$ cat config.mk
export PLATFORM = sky130hd
export DESIGN_NAME = elapsed_alarm
export DESIGN_NICKNAME = d
export VERILOG_FILES = /design/src/rtl/elapsed_pkg.sv /design/src/rtl/elapsed_ctrl.sv /design/src/rtl/elapsed_dpath.sv /design/src/rtl/elapsed_alarm.sv
export SDC_FILE = /design/constraint.sdc
export NUM_CORES = 1
export LEC_CHECK = 0
export CORE_MARGIN = 8
export CORE_UTILIZATION = 65
export DETAILED_ROUTE_END_ITERATION = 8
export DONT_BUFFER_PORTS = 1
export HOLD_SLACK_MARGIN = 0.05
export PLACE_DENSITY = 0.93
export SETUP_SLACK_MARGIN = 0.5
export SYNTH_ARGS = -nofsm -noshare
export SYNTH_HDL_FRONTEND = slang
export SYNTH_HIERARCHICAL = 1
export SYNTH_SLANG_ARGS = --single-unit
export TNS_END_PERCENT = 30
$ cat constraint.sdc
create_clock -name clk -period 4.3 [get_ports clk]
set_clock_uncertainty 0.05 [all_clocks]
set_input_delay 0.86 -clock clk [delete_from_list [all_inputs] [get_ports clk]]
set_output_delay 0.86 -clock clk [all_outputs]
set_load 0.03 [all_outputs]
$ cat src/rtl/elapsed_pkg.sv
package elapsed_pkg;

  localparam int IDX_W = 4;

  typedef enum logic [1:0] {
    RD_NONE,
    RD_CNT,
    RD_CMP,
    RD_STS
  } rdKind_e;

  // strobes from decode to datapath
  typedef struct packed {
    logic             wrCnt;
    logic             wrCmp;
    logic             wrSts;
    rdKind_e          rdKind;
    logic [IDX_W-1:0] wordIdx;
  } ctlStrobes_t;

endpackage

$ cat src/rtl/elapsed_ctrl.sv
module elapsed_ctrl
  import elapsed_pkg::*;
#(
  parameter int ADDR_W   = 5,
  parameter int NWORDS   = 3,
  parameter int CNT_BASE = 'h00,
  parameter int CMP_BASE = 'h08,
  parameter int STS_OFS  = 'h1E
) (
  input  logic              clk,
  input  logic              rstN,
  input  logic              bankSel,
  input  logic [ADDR_W-1:0] busAddr,
  input  logic              busWr,
  output ctlStrobes_t       strobes
);

  logic [NWORDS-1:0] cntHit;
  logic [NWORDS-1:0] cmpHit;
  logic              stsHit;

  genvar gi;
  generate
    for (gi = 0; gi < NWORDS; gi++) begin : gWordDec
      assign cntHit[gi] = !bankSel && (busAddr == ADDR_W'(CNT_BASE + 2 * gi));
      assign cmpHit[gi] = !bankSel && (busAddr == ADDR_W'(CMP_BASE + 2 * gi));
    end
  endgenerate

  assign stsHit = bankSel && (busAddr == ADDR_W'(STS_OFS));

  always_comb begin
    strobes         = '0;
    strobes.rdKind  = RD_NONE;
    for (int i = 0; i < NWORDS; i++) begin
      if (cntHit[i] || cmpHit[i]) strobes.wordIdx = IDX_W'(i);
    end
    if (|cntHit)     strobes.rdKind = RD_CNT;
    else if (|cmpHit) strobes.rdKind = RD_CMP;
    else if (stsHit)  strobes.rdKind = RD_STS;
    strobes.wrCnt = busWr && (|cntHit);
    strobes.wrCmp = busWr && (|cmpHit);
    strobes.wrSts = busWr && stsHit;
  end

  AST_ONE_WRITE_TARGET: assert property (@(posedge clk) disable iff (!rstN)
    $onehot0({strobes.wrCnt, strobes.wrCmp, strobes.wrSts}));

  AST_WRITE_NEEDS_STROBE: assert property (@(posedge clk) disable iff (!rstN)
    !busWr |-> !(strobes.wrCnt || strobes.wrCmp || strobes.wrSts));

endmodule

$ cat src/rtl/elapsed_dpath.sv
module elapsed_dpath
  import elapsed_pkg::*;
#(
  parameter int CNT_W  = 48,
  parameter int WORD_W = 16
) (
  input  logic              clk,
  input  logic              rstN,
  input  logic              tickEn,
  input  logic [WORD_W-1:0] busWdata,
  input  ctlStrobes_t       strobes,
  input  logic              alarmIntEn,
  output logic [WORD_W-1:0] busRdata,
  output logic              irqOut
);

  localparam int NWORDS = CNT_W / WORD_W;

  logic [CNT_W-1:0] cnt;
  logic [CNT_W-1:0] cmp;
  logic             alarmSts;
  logic [NWORDS-1:0][WORD_W-1:0] cntLoad;
  logic [NWORDS-1:0][WORD_W-1:0] cmpLoad;
  logic [NWORDS-1:0][WORD_W-1:0] cntView;
  logic [NWORDS-1:0][WORD_W-1:0] cmpView;
  logic             alarmHit;
  logic             stsClr;

  assign cntView = cnt;
  assign cmpView = cmp;

  genvar gi;
  generate
    for (gi = 0; gi < NWORDS; gi++) begin : gWordLoad
      assign cntLoad[gi] = (strobes.wrCnt && strobes.wordIdx == IDX_W'(gi))
                           ? busWdata : cntView[gi];
      assign cmpLoad[gi] = (strobes.wrCmp && strobes.wordIdx == IDX_W'(gi))
                           ? busWdata : cmpView[gi];
    end
  endgenerate

  assign alarmHit = tickEn && (cnt == cmp) && (cmp != '0);
  assign stsClr   = strobes.wrSts && busWdata[0];

  always_ff @(posedge clk) begin
    if (!rstN) begin
      cnt      <= '0;
      cmp      <= '0;
      alarmSts <= 1'b0;
    end else begin
      if (strobes.wrCnt)  cnt <= cntLoad;
      else if (tickEn)    cnt <= cnt + CNT_W'(1);
      if (strobes.wrCmp)  cmp <= cmpLoad;
      if (alarmHit)       alarmSts <= 1'b1;
      else if (stsClr)    alarmSts <= 1'b0;
    end
  end

  always_comb begin
    busRdata = '0;
    case (strobes.rdKind)
      RD_CNT: for (int i = 0; i < NWORDS; i++)
                if (strobes.wordIdx == IDX_W'(i)) busRdata = cntView[i];
      RD_CMP: for (int i = 0; i < NWORDS; i++)
                if (strobes.wordIdx == IDX_W'(i)) busRdata = cmpView[i];
      RD_STS: busRdata = {{(WORD_W-1){1'b0}}, alarmSts};
      default: busRdata = '0;
    endcase
  end

  assign irqOut = alarmSts & alarmIntEn;

  AST_TICK_ADVANCE: assert property (@(posedge clk) disable iff (!rstN)
    (tickEn && !strobes.wrCnt) |=> (cnt == $past(cnt) + CNT_W'(1)));

  AST_HOLD_IDLE: assert property (@(posedge clk) disable iff (!rstN)
    (!tickEn && !strobes.wrCnt) |=> $stable(cnt));

  AST_CMP_WRITE_KEEPS_CNT: assert property (@(posedge clk) disable iff (!rstN)
    (strobes.wrCmp && !tickEn) |=> $stable(cnt));

  AST_ALARM_SETS: assert property (@(posedge clk) disable iff (!rstN)
    (tickEn && cnt == cmp && cmp != '0) |=> alarmSts);

  AST_NO_SPURIOUS_ALARM: assert property (@(posedge clk) disable iff (!rstN)
    (!alarmSts && (!tickEn || cmp == '0)) |=> !alarmSts);

  AST_STICKY: assert property (@(posedge clk) disable iff (!rstN)
    (alarmSts && !(strobes.wrSts && busWdata[0])) |=> alarmSts);

endmodule

$ cat src/rtl/elapsed_alarm.sv
module elapsed_alarm
  import elapsed_pkg::*;
#(
  parameter int CNT_W  = 48,
  parameter int WORD_W = 16,
  parameter int ADDR_W = 5
) (
  input  logic              clk,
  input  logic              rstN,
  input  logic              tickEn,
  input  logic              bankSel,
  input  logic [ADDR_W-1:0] busAddr,
  input  logic              busWr,
  input  logic [WORD_W-1:0] busWdata,
  output logic [WORD_W-1:0] busRdata,
  input  logic              alarmIntEn,
  output logic              irqOut
);

  localparam int NWORDS = CNT_W / WORD_W;

  ctlStrobes_t strobes;

  elapsed_ctrl #(
    .ADDR_W  (ADDR_W),
    .NWORDS  (NWORDS)
  ) uCtrl (
    .clk     (clk),
    .rstN    (rstN),
    .bankSel (bankSel),
    .busAddr (busAddr),
    .busWr   (busWr),
    .strobes (strobes)
  );

  elapsed_dpath #(
    .CNT_W  (CNT_W),
    .WORD_W (WORD_W)
  ) uDpath (
    .clk        (clk),
    .rstN       (rstN),
    .tickEn     (tickEn),
    .busWdata   (busWdata),
    .strobes    (strobes),
    .alarmIntEn (alarmIntEn),
    .busRdata   (busRdata),
    .irqOut     (irqOut)
  );

  AST_IRQ_MASKED: assert property (@(posedge clk) disable iff (!rstN)
    !alarmIntEn |-> !irqOut);

  AST_RESET_QUIET: assert property (@(posedge clk)
    !rstN |=> !irqOut);

endmodule

* After elaboration in Yosys (flattened, before gate mapping)
Index checks and enable logic that the tools add are counted.
** Cells by class
- $add $sub $neg :: 1
- Equal/unequal tests :: 15
- Muxes and demuxes :: 19
- Bitwise logic cells :: 1
- Reduce and logical (&&, ||, !) cells :: 35
** Operators with widths (number)
- $mux 16 :: 9
- $mux 48 :: 2
- $add 48x1->48 const B :: 1
- $eq 48x48->1 :: 1
- $pmux 16 s3 :: 1
- $reduce_bool 48->1 :: 1
- $logic_and 1x1->1 :: 19
- $eq 5x4->1 const B :: 3
- $reduce_and 2->1 :: 6
- $mux 2 :: 4
- $eq 2x2->1 const B :: 3
- $ne 2x2->1 const B :: 3
- $reduce_or 3->1 :: 2
- $eq 5x2->1 const B :: 1
- $eq 5x3->1 const B :: 1
- $eq 5x5->1 const B :: 1
- $logic_not 5->1 :: 1
- $eq 2x1->1 const B :: 2
- $logic_not 4->1 :: 1
- $reduce_bool 2->1 :: 2
- $mux 1 :: 3
- $logic_or 1x1->1 :: 2
- $and 1x1->1 :: 1
- $logic_not 1->1 :: 1
** Word-level totals
- Bits in registers :: 97
- Input bits :: 27
- Output and inout bits :: 17
- Word-level logic and storage cells :: 78

* Logic depth before layout (Yosys ltp)
Gate-level depths: netlist of the first run.
- Depth in word-level cells :: 10
- Depth in mapped cells :: 9
- Gate-level depth less buffers :: 7

* By module
Netlist of the first run, hierarchy kept.
** Modules (own cells, without submodules)
- elapsed_dpath :: instances 1, cells an instance 903, area each 6565.0 µm², sequential area each 1941.9 µm²
- elapsed_ctrl :: instances 1, cells an instance 16, area each 108.9 µm², sequential area each 0.0 µm²

* Worst setup path after synthesis of the first run
OpenSTA, ideal clock, no wires.
- Path type :: input -> output
- Start :: input busAddr[0]
- End :: output busRdata[0]
- Data arrival time :: 3.487 ns
- Required time :: 3.390 ns
- Setup slack :: -0.097 ns
- Stages on the path :: 8
- Buffers on the path :: 2
- Cell sequence :: or3_1 nor3b_1 nor4b_1 buf_2 buf_1 a22o_1 a21oi_1 o21ai_0
** RTL lines
- start, declared :: RTL line elapsed_alarm.sv:12 : input logic [ADDR_W-1:0] busAddr,
- end, declared :: RTL line elapsed_alarm.sv:15 : output logic [WORD_W-1:0] busRdata,

==> results of run 1 <==
sequential cells by signal, summed over array words and instances, names as in the netlist:
name and count:
uDpath/cnt 48, uDpath/alarmSts 1, uDpath/cmp 48
power by group:
part           switching [uW]  internal, uW
Sequential               9.69           902
Clock                     349           273
Combinational            75.9          33.7
Total                     435          1210
layer usage:
metal | wire length [um] | GRT usage [%] | vias to the layer above | share of wire, %
li1 | - | - | 3283 | -
met1 | 9640 | 45.2 | 3473 | 37
met2 | 11000 | 51.8 | 670 | 42
met3 | 3680 | 12.1 | 137 | 14
met4 | 1620 | 23.2 | 0 | 6.3
met5 | 0 | 0 | - | 0
worst paths after layout:
kind,start,end,cells after the start
worst max-delay path,busAddr[0],busRdata[9],9
worst min-delay path,uDpath/cmp[37],uDpath/cmp[37],2
worst max register to register,uDpath/cnt[0],uDpath/cnt[42],6
worst min register to register,uDpath/cmp[37],uDpath/cmp[37],2
per-stage QoR:
| step | area [um2] | worst slack [ns] |
|---|---|---|
| finish | 7090 | 0.489 |
| detailed placement | 6810 | 0.328 |
| global placement | 6810 | 0.355 |
| floorplan | 6910 | 0.471 |
| global route | 7090 | 0.457 |
| CTS | 7010 | 0.446 |
cells in the final DEF (no fill, tap or decap), drive strengths merged, types with 3 or more instances in the layout:
cell type,instances
a31oi,12
o21ai,41
nor2,39
and2,10
dfxtp,97
xnor2,36
a221oi,5
nand2b,5
a22o,5
mux2i,8
nor4,28
nand4,34
nor2b,18
o211ai,14
a21oi,92
nand2,146
o22ai,18
o22a,9
a221o,3
and3,19
a22oi,37
a211oi,8
o311ai,3
nor3,22
nor3b,3
nand3,30
clkbuf,10
and4,9
o311a,6
nor4b,4
a311oi,5
buf,17
inv,24
or3,9
or4,3
critical path, cell delays in order:
cell and delay (ns):
sky130_fd_sc_hd__or3_4 0.40, sky130_fd_sc_hd__nor3b_4 0.27, sky130_fd_sc_hd__nor4b_4 0.26, sky130_fd_sc_hd__buf_4 0.17
sky130_fd_sc_hd__buf_12 0.15, sky130_fd_sc_hd__a22oi_1 0.11, sky130_fd_sc_hd__o22ai_1 0.28, sky130_fd_sc_hd__nor2_1 0.12
sky130_fd_sc_hd__a21oi_4 0.26
final cells by class:
type                       instances  area (um2)  share of cell area, %
multi-input combinational        714        4520                   63.7
sequential                        97        1940                   27.4
timing repair buffer              18         178                   2.51
tap                              136         170                   2.40
clock buffer                       9         124                   1.75
inverter                          21        78.8                   1.11
clock inverter                     7        73.8                   1.04
antenna                            2        5.00                 0.0706
cells by family after synthesis:
kind of cell	after synthesis
AOI/OAI and AO/OA	281
xor gates and xnor gates	38
adders and majority gates	1
buffers and inverters	109
DFF	97
muxes	8
other	1
and+or+nand+nor	384
what timing repair did:
action                                  4_1_cts  5_1_grt
pin swaps                                     0        2
buffers inserted                              0        3
resized for setup                             1        5
endpoints found under the setup margin       13       15
cloned                                        0        1
hold endpoints to repair                      0        0
==> report_table.html, run 1 <==
<table>
<tr><th>Metric</th><th>Value</th></tr>
<tr><th colspan="2">Floorplan</th></tr>
<tr><td>Placeable core region</td><td>0.0101 mm2</td></tr>
<tr><td>Die H</td><td>117 um</td></tr>
<tr><td>Die Outline Area</td><td>between 0.01 and 0.015 mm2</td></tr>
<tr><td>Initial cell density of the core</td><td>65.8%</td></tr>
<tr><td>IO Count</td><td>44</td></tr>
<tr><td>Die Wd</td><td>117 um</td></tr>
<tr><td>Site Rows</td><td>37</td></tr>
<tr><th colspan="2">Synthesis</th></tr>
<tr><td>Fraction of registers with async set/reset</td><td>0%</td></tr>
<tr><td>Xor and xnor fraction of the mapped netlist area</td><td>4.99%</td></tr>
<tr><td>Simple-Gate Fraction of Synth Area</td><td>around 30%</td></tr>
<tr><td>Dominant cell by count in the synthesized netlist</td><td>sky130_fd_sc_hd__nand2_1</td></tr>
<tr><td>Synthesized instance count</td><td>919</td></tr>
<tr><td>Mux share of post-synthesis cell area</td><td>1.20%</td></tr>
<tr><td>Unique cell type count in the Yosys netlist</td><td>71</td></tr>
<tr><td>Proportion of netlist area held by the largest area contributor</td><td>about 29%</td></tr>
<tr><td>Biggest area contributors in the synthesized netlist</td><td>sky130_fd_sc_hd__dfxtp_1 29%, sky130_fd_sc_hd__nand2_1 8.2%, sky130_fd_sc_hd__a21oi_1 6.9%, sky130_fd_sc_hd__xnor2_1 4.7%, sky130_fd_sc_hd__a22oi_1 4.2%</td></tr>
<tr><td>Cell type contributing the most total cell area after synthesis</td><td>sky130_fd_sc_hd__dfxtp_1</td></tr>
<tr><td>Post-synth EDFFs</td><td>0</td></tr>
<tr><td>Fraction of the yosys area taken by sequential cells</td><td>29.1%</td></tr>
<tr><td>Post-synthesis compound-gate area fraction</td><td>27.3%</td></tr>
<tr><td>Warning count from the yosys run</td><td>6</td></tr>
<tr><td>Top_reg_cell synth</td><td>sky130_fd_sc_hd__dfxtp_1</td></tr>
<tr><td>Synth Register Bits</td><td>97</td></tr>
<tr><td>Mean area per synthesized cell</td><td>7.26 um2</td></tr>
<tr><td>Top cells by count, synth</td><td>146 x sky130_fd_sc_hd__nand2_1, 97 x sky130_fd_sc_hd__dfxtp_1, 92 x sky130_fd_sc_hd__a21oi_1</td></tr>
<tr><td>Arithmetic-cell share of the synthesized area counting full adders, half adders and majority gates</td><td>less than 1%</td></tr>
<tr><td>Main combinational cell family by area after synthesis</td><td>simple AND/OR/NAND/NOR gates</td></tr>
<tr><td>Post-Syn Area</td><td>0.00667 mm2</td></tr>
<tr><th colspan="2">Place</th></tr>
<tr><td>Final Wtd Congestion</td><td>1.08</td></tr>
<tr><td>Estimated wirelength of the detail-placed design</td><td>18,400 um</td></tr>
<tr><td>Placed Cells incl. Taps</td><td>982</td></tr>
<tr><td>Count of input and output buffers</td><td>0</td></tr>
<tr><th colspan="2">CTS</th></tr>
<tr><td>Clock insertion delay at the later pin of the skew report</td><td>0.40 ns</td></tr>
<tr><td>Clock-pin slew reported for the worst setup and hold paths after clock tree synthesis</td><td>0.09 ns</td></tr>
<tr><td>CTS H-Tree Depth</td><td>3</td></tr>
<tr><td>CTS Buf Count</td><td>9</td></tr>
<tr><td>Clock tree from TritonCTS</td><td>built</td></tr>
<tr><td>Clock root buffer</td><td>sky130_fd_sc_hd__clkbuf_8</td></tr>
<tr><td>Count of hold-fix buffers inserted at cts</td><td>0</td></tr>
<tr><td>Max clock buf depth</td><td>2</td></tr>
<tr><td>Clk sinks</td><td>97</td></tr>
<tr><th colspan="2">STA</th></tr>
<tr><td>Worst hold slack after final layout</td><td>~0.47 ns</td></tr>
<tr><td>Period utilization</td><td>between 80% and 90%</td></tr>
<tr><td>RSZ-0062 raised after global routing</td><td>false</td></tr>
<tr><td>Post-route setup TNS</td><td>0 ns</td></tr>
<tr><td>Achievable clock frequency</td><td>approximately 260 MHz</td></tr>
<tr><td>Hold Violations, Final</td><td>0</td></tr>
<tr><td>Max-slew violation total from the final report</td><td>0</td></tr>
<tr><td>Final min period</td><td>3.81 ns</td></tr>
<tr><td>Final setup violation count</td><td>0</td></tr>
<tr><td>Slew of the pin with the lowest slew margin</td><td>roughly 1 ns</td></tr>
<tr><td>Remaining max-slew budget at the tightest pin</td><td>between 30 and 40%</td></tr>
<tr><th colspan="2">Worst setup path</th></tr>
<tr><td>Arrival time reported for the critical path endpoint</td><td>between 2 and 3 ns</td></tr>
<tr><td>Crit path capture type</td><td>output port</td></tr>
<tr><td>Data required, critical path</td><td>3.39 ns</td></tr>
<tr><td>Crit start category</td><td>primary input</td></tr>
<tr><td>Worst setup path class</td><td>primary input to output port</td></tr>
<tr><td>Worst reg2reg setup slack</td><td>1.49 ns</td></tr>
<tr><td>Max Fanout on Critical Path</td><td>20</td></tr>
<tr><th colspan="2">Outcome</th></tr>
<tr><td>Outcome</td><td>completed</td></tr>
<tr><th colspan="2">GRT</th></tr>
<tr><td>Initial antenna violation count</td><td>1</td></tr>
<tr><td>First-pass GRT wire length</td><td>39,300 um</td></tr>
<tr><td>Global Route Usage Sum</td><td>around 36%</td></tr>
<tr><td>Maximum number of pins on one net before global-route repair</td><td>59</td></tr>
<tr><td>Number of global-route vias before repair</td><td>6,640</td></tr>
<tr><td>Total congestion overflow after global routing</td><td>0</td></tr>
<tr><th colspan="2">Drt</th></tr>
<tr><td>Post-detailed-route DRC marker count</td><td>0</td></tr>
<tr><td>Wire per inst</td><td>between 20 and 30 um</td></tr>
<tr><td>Number of search-and-repair iterations in the first detailed-routing pass</td><td>7</td></tr>
<tr><td>Final routed wirelength across all metal layers</td><td>25,900 um</td></tr>
<tr><td>DRT iter0 DRCs</td><td>1,511</td></tr>
<tr><td>Via density</td><td>between 7 and 8</td></tr>
<tr><td>Remaining antenna violation count</td><td>0</td></tr>
<tr><td>Via total after detailed routing</td><td>7,563</td></tr>
<tr><th colspan="2">Cells and area</th></tr>
<tr><td>Synthesis-to-layout area growth</td><td>6.24%</td></tr>
<tr><td>Post-route non-filler standard cell count</td><td>1,004</td></tr>
<tr><td>Number of nets in the final layout</td><td>889</td></tr>
<tr><td>Fraction of final layout cells with drive strength greater than 1</td><td>under 10%</td></tr>
<tr><td>Share of the core filled with cells in the final layout</td><td>roughly 70%</td></tr>
<tr><td>Fill cell instance count of the final layout</td><td>roughly 820</td></tr>
<tr><th colspan="2">Pwr</th></tr>
<tr><td>Pwr dens</td><td>232 mW/mm2</td></tr>
<tr><td>VDD IR max</td><td>0.311 mV</td></tr>
<tr><td>Total power</td><td>~1600 uW</td></tr>
<tr><td>Leakage power total</td><td>0.00201 uW</td></tr>
<tr><th colspan="2">Flow run</th></tr>
<tr><td>Number of max-cap violations</td><td>0</td></tr>
<tr><th colspan="2">Worst hold path</th></tr>
<tr><td>Worst min-delay path category</td><td>register to register</td></tr>
</table>
Power figures use the tool's default switching activity.
==> inputs of run 2 (changes only) <==
--- a/config.mk
+++ b/config.mk
@@ -10,7 +10,7 @@
 export DETAILED_ROUTE_END_ITERATION = 8
 export DONT_BUFFER_PORTS = 1
 export HOLD_SLACK_MARGIN = 0.05
-export PLACE_DENSITY = 0.93
+export PLACE_DENSITY_LB_ADDON = 0.1
 export SETUP_SLACK_MARGIN = 0.5
 export SYNTH_ARGS = -nofsm -noshare
 export SYNTH_HDL_FRONTEND = slang
==> run 2 against run 1 <==
  * Combinational power is essentially flat
  * Largest power group unchanged
  * Final cell count is essentially flat
  * Count of clock-buffer cells in the layout stayed put
  * Sequential power hardly changed
  * Global-route usage rose by 1.5 points
  * Largest cell class unchanged
==> report_table.html, run 2 (same netlist as run 1, synthesis figures left out) <==
<table>
<tr><th>Metric</th><th>Value</th></tr>
<tr><th colspan="2">STA</th></tr>
<tr><td>Remaining max-slew budget at the tightest pin</td><td>24.7% (was 33.5%)</td></tr>
<tr><td>Hold Violations, Final</td><td>0 (unchanged)</td></tr>
<tr><td>Slew of the pin with the lowest slew margin</td><td>1.12 ns (was 0.988 ns)</td></tr>
<tr><td>Period utilization</td><td>87.9% (was 88.6%)</td></tr>
<tr><td>Final setup violation count</td><td>0 (unchanged)</td></tr>
<tr><td>Final min period</td><td>3.78 ns (was 3.81 ns)</td></tr>
<tr><td>Worst path setup slack after routing</td><td>0.519 ns (was 0.489 ns)</td></tr>
<tr><td>Post-route setup TNS</td><td>0 ns (unchanged)</td></tr>
<tr><td>Achievable clock frequency</td><td>264 MHz (was 262 MHz)</td></tr>
<tr><td>RSZ-0062 raised after global routing</td><td>true (was false)</td></tr>
<tr><td>Max-slew violation total from the final report</td><td>0 (unchanged)</td></tr>
<tr><th colspan="2">CTS</th></tr>
<tr><td>Clock-pin slew reported for the worst setup and hold paths after clock tree synthesis</td><td>0.10 ns (was 0.09 ns)</td></tr>
<tr><td>Clock insertion delay at the later pin of the skew report</td><td>0.39 ns (was 0.40 ns)</td></tr>
<tr><td>Clock tree from TritonCTS</td><td>built (unchanged)</td></tr>
<tr><td>CTS H-Tree Depth</td><td>3 (unchanged)</td></tr>
<tr><td>Clock root buffer</td><td>sky130_fd_sc_hd__clkbuf_8 (unchanged)</td></tr>
<tr><td>Number of buffers inserted by post-CTS setup repair</td><td>0 (unchanged)</td></tr>
<tr><td>Max clock buf depth</td><td>2 (unchanged)</td></tr>
<tr><td>Clk sinks</td><td>97 (unchanged)</td></tr>
<tr><td>CTS Buf Count</td><td>9 (unchanged)</td></tr>
<tr><th colspan="2">GRT</th></tr>
<tr><td>Maximum number of pins on one net before global-route repair</td><td>63 (was 59)</td></tr>
<tr><td>First-pass GRT wire length</td><td>41,300 um (was 39,300 um)</td></tr>
<tr><td>Total congestion overflow after global routing</td><td>0 (unchanged)</td></tr>
<tr><td>Number of global-route vias before repair</td><td>6,937 (was 6,640)</td></tr>
<tr><td>Global Route Usage Sum</td><td>37.6% (was 36.1%)</td></tr>
<tr><td>Initial antenna violation count</td><td>0 (was 1)</td></tr>
<tr><th colspan="2">Pwr</th></tr>
<tr><td>Leakage power total</td><td>0.00202 uW (was 0.00201 uW)</td></tr>
<tr><td>VDD IR max</td><td>0.264 mV (was 0.311 mV)</td></tr>
<tr><td>Pwr dens</td><td>252 mW/mm2 (was 232 mW/mm2)</td></tr>
<tr><td>Internal portion of total power</td><td>1330 uW (was 1210 uW)</td></tr>
<tr><td>Fraction of power spent switching nets</td><td>25.7% (was 26.5%)</td></tr>
<tr><td>Combinational power share</td><td>6.2% (was 6.7%)</td></tr>
<tr><td>Flop pwr share</td><td>50.9% (was 55.5%)</td></tr>
<tr><td>Psw</td><td>460 uW (was 435 uW)</td></tr>
<tr><td>Portion of total power attributed to the clock network</td><td>42.8% (was 37.8%)</td></tr>
<tr><th colspan="2">Worst setup path</th></tr>
<tr><td>Max Fanout on Critical Path</td><td>23 (was 20)</td></tr>
<tr><td>Crit start category</td><td>primary input (unchanged)</td></tr>
<tr><td>Worst setup path class</td><td>primary input to output port (unchanged)</td></tr>
<tr><td>Data required, critical path</td><td>3.39 ns (about the same)</td></tr>
<tr><td>Critical Path Most Common Cell</td><td>sky130_fd_sc_hd__buf_4</td></tr>
<tr><td>Largest incremental delay on the critical path</td><td>0.40 ns (about the same)</td></tr>
<tr><td>Crit path capture type</td><td>output port (unchanged)</td></tr>
<tr><td>Arrival time reported for the critical path endpoint</td><td>2.87 ns (was 2.90 ns)</td></tr>
<tr><td>Reg2reg path depth</td><td>5 (was 6)</td></tr>
<tr><td>Cell chain of the critical path</td><td>or3_1, nor3b_2, buf_4, nor4_4, buf_4, buf_4, a22oi_1, o22ai_2, nor2_1, a21oi_4 (was or3_4, nor3b_4, nor4b_4, buf_4, buf_12, a22oi_1, o22ai_1, nor2_1, a21oi_4)</td></tr>
<tr><td>Cell with the biggest individual delay on the critical path</td><td>sky130_fd_sc_hd__or3_1 (was sky130_fd_sc_hd__or3_4)</td></tr>
<tr><th colspan="2">Floorplan</th></tr>
<tr><td>Placeable core region</td><td>0.0101 mm2 (unchanged)</td></tr>
<tr><td>IO Count</td><td>44 (unchanged)</td></tr>
<tr><td>Die H</td><td>117 um (unchanged)</td></tr>
<tr><td>Die Wd</td><td>117 um (unchanged)</td></tr>
<tr><td>Initial cell density of the core</td><td>65.8% (unchanged)</td></tr>
<tr><td>Site Rows</td><td>37 (unchanged)</td></tr>
<tr><td>Die Outline Area</td><td>0.0138 mm2 (unchanged)</td></tr>
<tr><th colspan="2">Drt</th></tr>
<tr><td>Remaining antenna violation count</td><td>0 (unchanged)</td></tr>
<tr><td>Via total after detailed routing</td><td>7,799 (was 7,563)</td></tr>
<tr><td>Number of search-and-repair iterations in the first detailed-routing pass</td><td>7 (unchanged)</td></tr>
<tr><td>Final routed wirelength across all metal layers</td><td>27,400 um (was 25,900 um)</td></tr>
<tr><td>Via density</td><td>7.78 (was 7.53)</td></tr>
<tr><td>DRT iter0 DRCs</td><td>1,483 (was 1,511)</td></tr>
<tr><td>Wire per inst</td><td>27.3 um (was 25.8 um)</td></tr>
<tr><td>Post-detailed-route DRC marker count</td><td>0 (unchanged)</td></tr>
<tr><th colspan="2">Cells and area</th></tr>
<tr><td>Total inserted antenna cells</td><td>0 (was 2)</td></tr>
<tr><td>Synthesis-to-layout area growth</td><td>6.43% (was 6.24%)</td></tr>
<tr><td>Most common cell after layout, fill and taps aside</td><td>sky130_fd_sc_hd__nand2_1 (unchanged)</td></tr>
<tr><td>Largest registers</td><td>uDpath/cmp (48), uDpath/cnt (48), uDpath/alarmSts (1) (unchanged)</td></tr>
<tr><td>Leading cell types in the layout, fill and taps excluded</td><td>146 x sky130_fd_sc_hd__nand2_1, 97 x sky130_fd_sc_hd__dfxtp_1, 77 x sky130_fd_sc_hd__a21oi_1, 37 x sky130_fd_sc_hd__nor2_1, 37 x sky130_fd_sc_hd__a22oi_1 (was 146 x sky130_fd_sc_hd__nand2_1, 97 x sky130_fd_sc_hd__dfxtp_1, 76 x sky130_fd_sc_hd__a21oi_1, 39 x sky130_fd_sc_hd__nor2_1, 37 x sky130_fd_sc_hd__a22oi_1)</td></tr>
<tr><td>Number of nets in the final layout</td><td>890 (was 889)</td></tr>
<tr><td>Fraction of final layout cells with drive strength greater than 1</td><td>9.00% (was 8.89%)</td></tr>
<tr><th colspan="2">Place</th></tr>
<tr><td>Final Wtd Congestion</td><td>1.03 (was 1.08)</td></tr>
<tr><td>Post-placement worst setup slack</td><td>0.300 ns (was 0.328 ns)</td></tr>
<tr><td>Estimated wirelength of the detail-placed design</td><td>19,300 um (was 18,400 um)</td></tr>
<tr><td>Count of input and output buffers</td><td>0 (unchanged)</td></tr>
<tr><th colspan="2">Worst hold path</th></tr>
<tr><td>Worst min-delay path category</td><td>register to register (unchanged)</td></tr>
<tr><td>Hold-critical path depth</td><td>2 (unchanged)</td></tr>
<tr><th colspan="2">Flow run</th></tr>
<tr><td>Number of max-cap violations</td><td>0 (unchanged)</td></tr>
<tr><th colspan="2">Outcome</th></tr>
<tr><td>Outcome</td><td>completed (unchanged)</td></tr>
</table>
[run 2: cell count changes in the layout (fill, tap and decap cells not counted), moves of 2 or more]
cell and change:
sky130_fd_sc_hd__buf_4 +3, sky130_fd_sc_hd__bufinv_16 +2, sky130_fd_sc_hd__clkinv_2 -2, sky130_fd_sc_hd__diode_2 -2
sky130_fd_sc_hd__nor2_1 -2, sky130_fd_sc_hd__nor2_2 +2, sky130_fd_sc_hd__o21ai_0 -7, sky130_fd_sc_hd__o21ai_1 +7
[run 2: timing repair]
item | in CTS | in global routing
setup endpoints to repair | 9 | 5
cloned | 0 | 0
hold buffers | 0 | 0
gates resized for setup | 8 | 4
[run 2: stage by stage]
stage	std cells	util, %	total power, uW	cell area, um2	hold slack [ns]
6_report	1003	70.1	1790	7100	0.457
5_1_grt	1003	70.1	1820	7100	0.472
4_1_cts	1003	69.9	1770	7090	0.455
3_5_place_dp	987	67.4	1040	6830	0.440
3_3_place_gp	987	67.4	1030	6830	0.413
2_1_floorplan	920	-	1010	6910	0.399
[run 2: power by group through the flow]
stage	Combinational [uW]	Sequential [uW]	Clock, uW
2_1_floorplan	88.3	926	0
3_5_place_dp	104	931	0
6_report	112	911	766
3_3_place_gp	102	931	0
4_1_cts	106	910	756
5_1_grt	117	912	788
[run 2: area by class of cell]
class / count / area (um2)
multi-input cells: 714 / 4510
fillers: 834 / 3040
flip-flops and latches: 97 / 1940
well taps: 136 / 170
repair buffers: 19 / 155
clock buffers: 9 / 124
clock inverters: 7 / 124
inverters: 21 / 78.8
[run 2: metal layers]
| metal | GRT usage, % | wire length, um |
|---|---|---|
| met5 | 0 | 0 |
| met4 | 19.9 | 1810 |
| met3 | 14.0 | 4080 |
| met2 | 55.1 | 11400 |
| met1 | 47.1 | 10100 |
[run 2: critical path, delay by kind of cell]
family	cells	cell delay, ns
buffers and inverters	3	0.61
and+or+nand+nor	4	0.90
AOI/OAI and AO/OA	3	0.48
[run 2: path summary, 6_finish.rpt]
check,start,to,slack (ns)
max,busAddr[0],busRdata[9],0.52
min,uDpath/cmp[10],uDpath/cmp[10],0.46
max reg2reg,uDpath/cnt[5],uDpath/cnt[41],1.49
min reg2reg,uDpath/cmp[10],uDpath/cmp[10],0.46
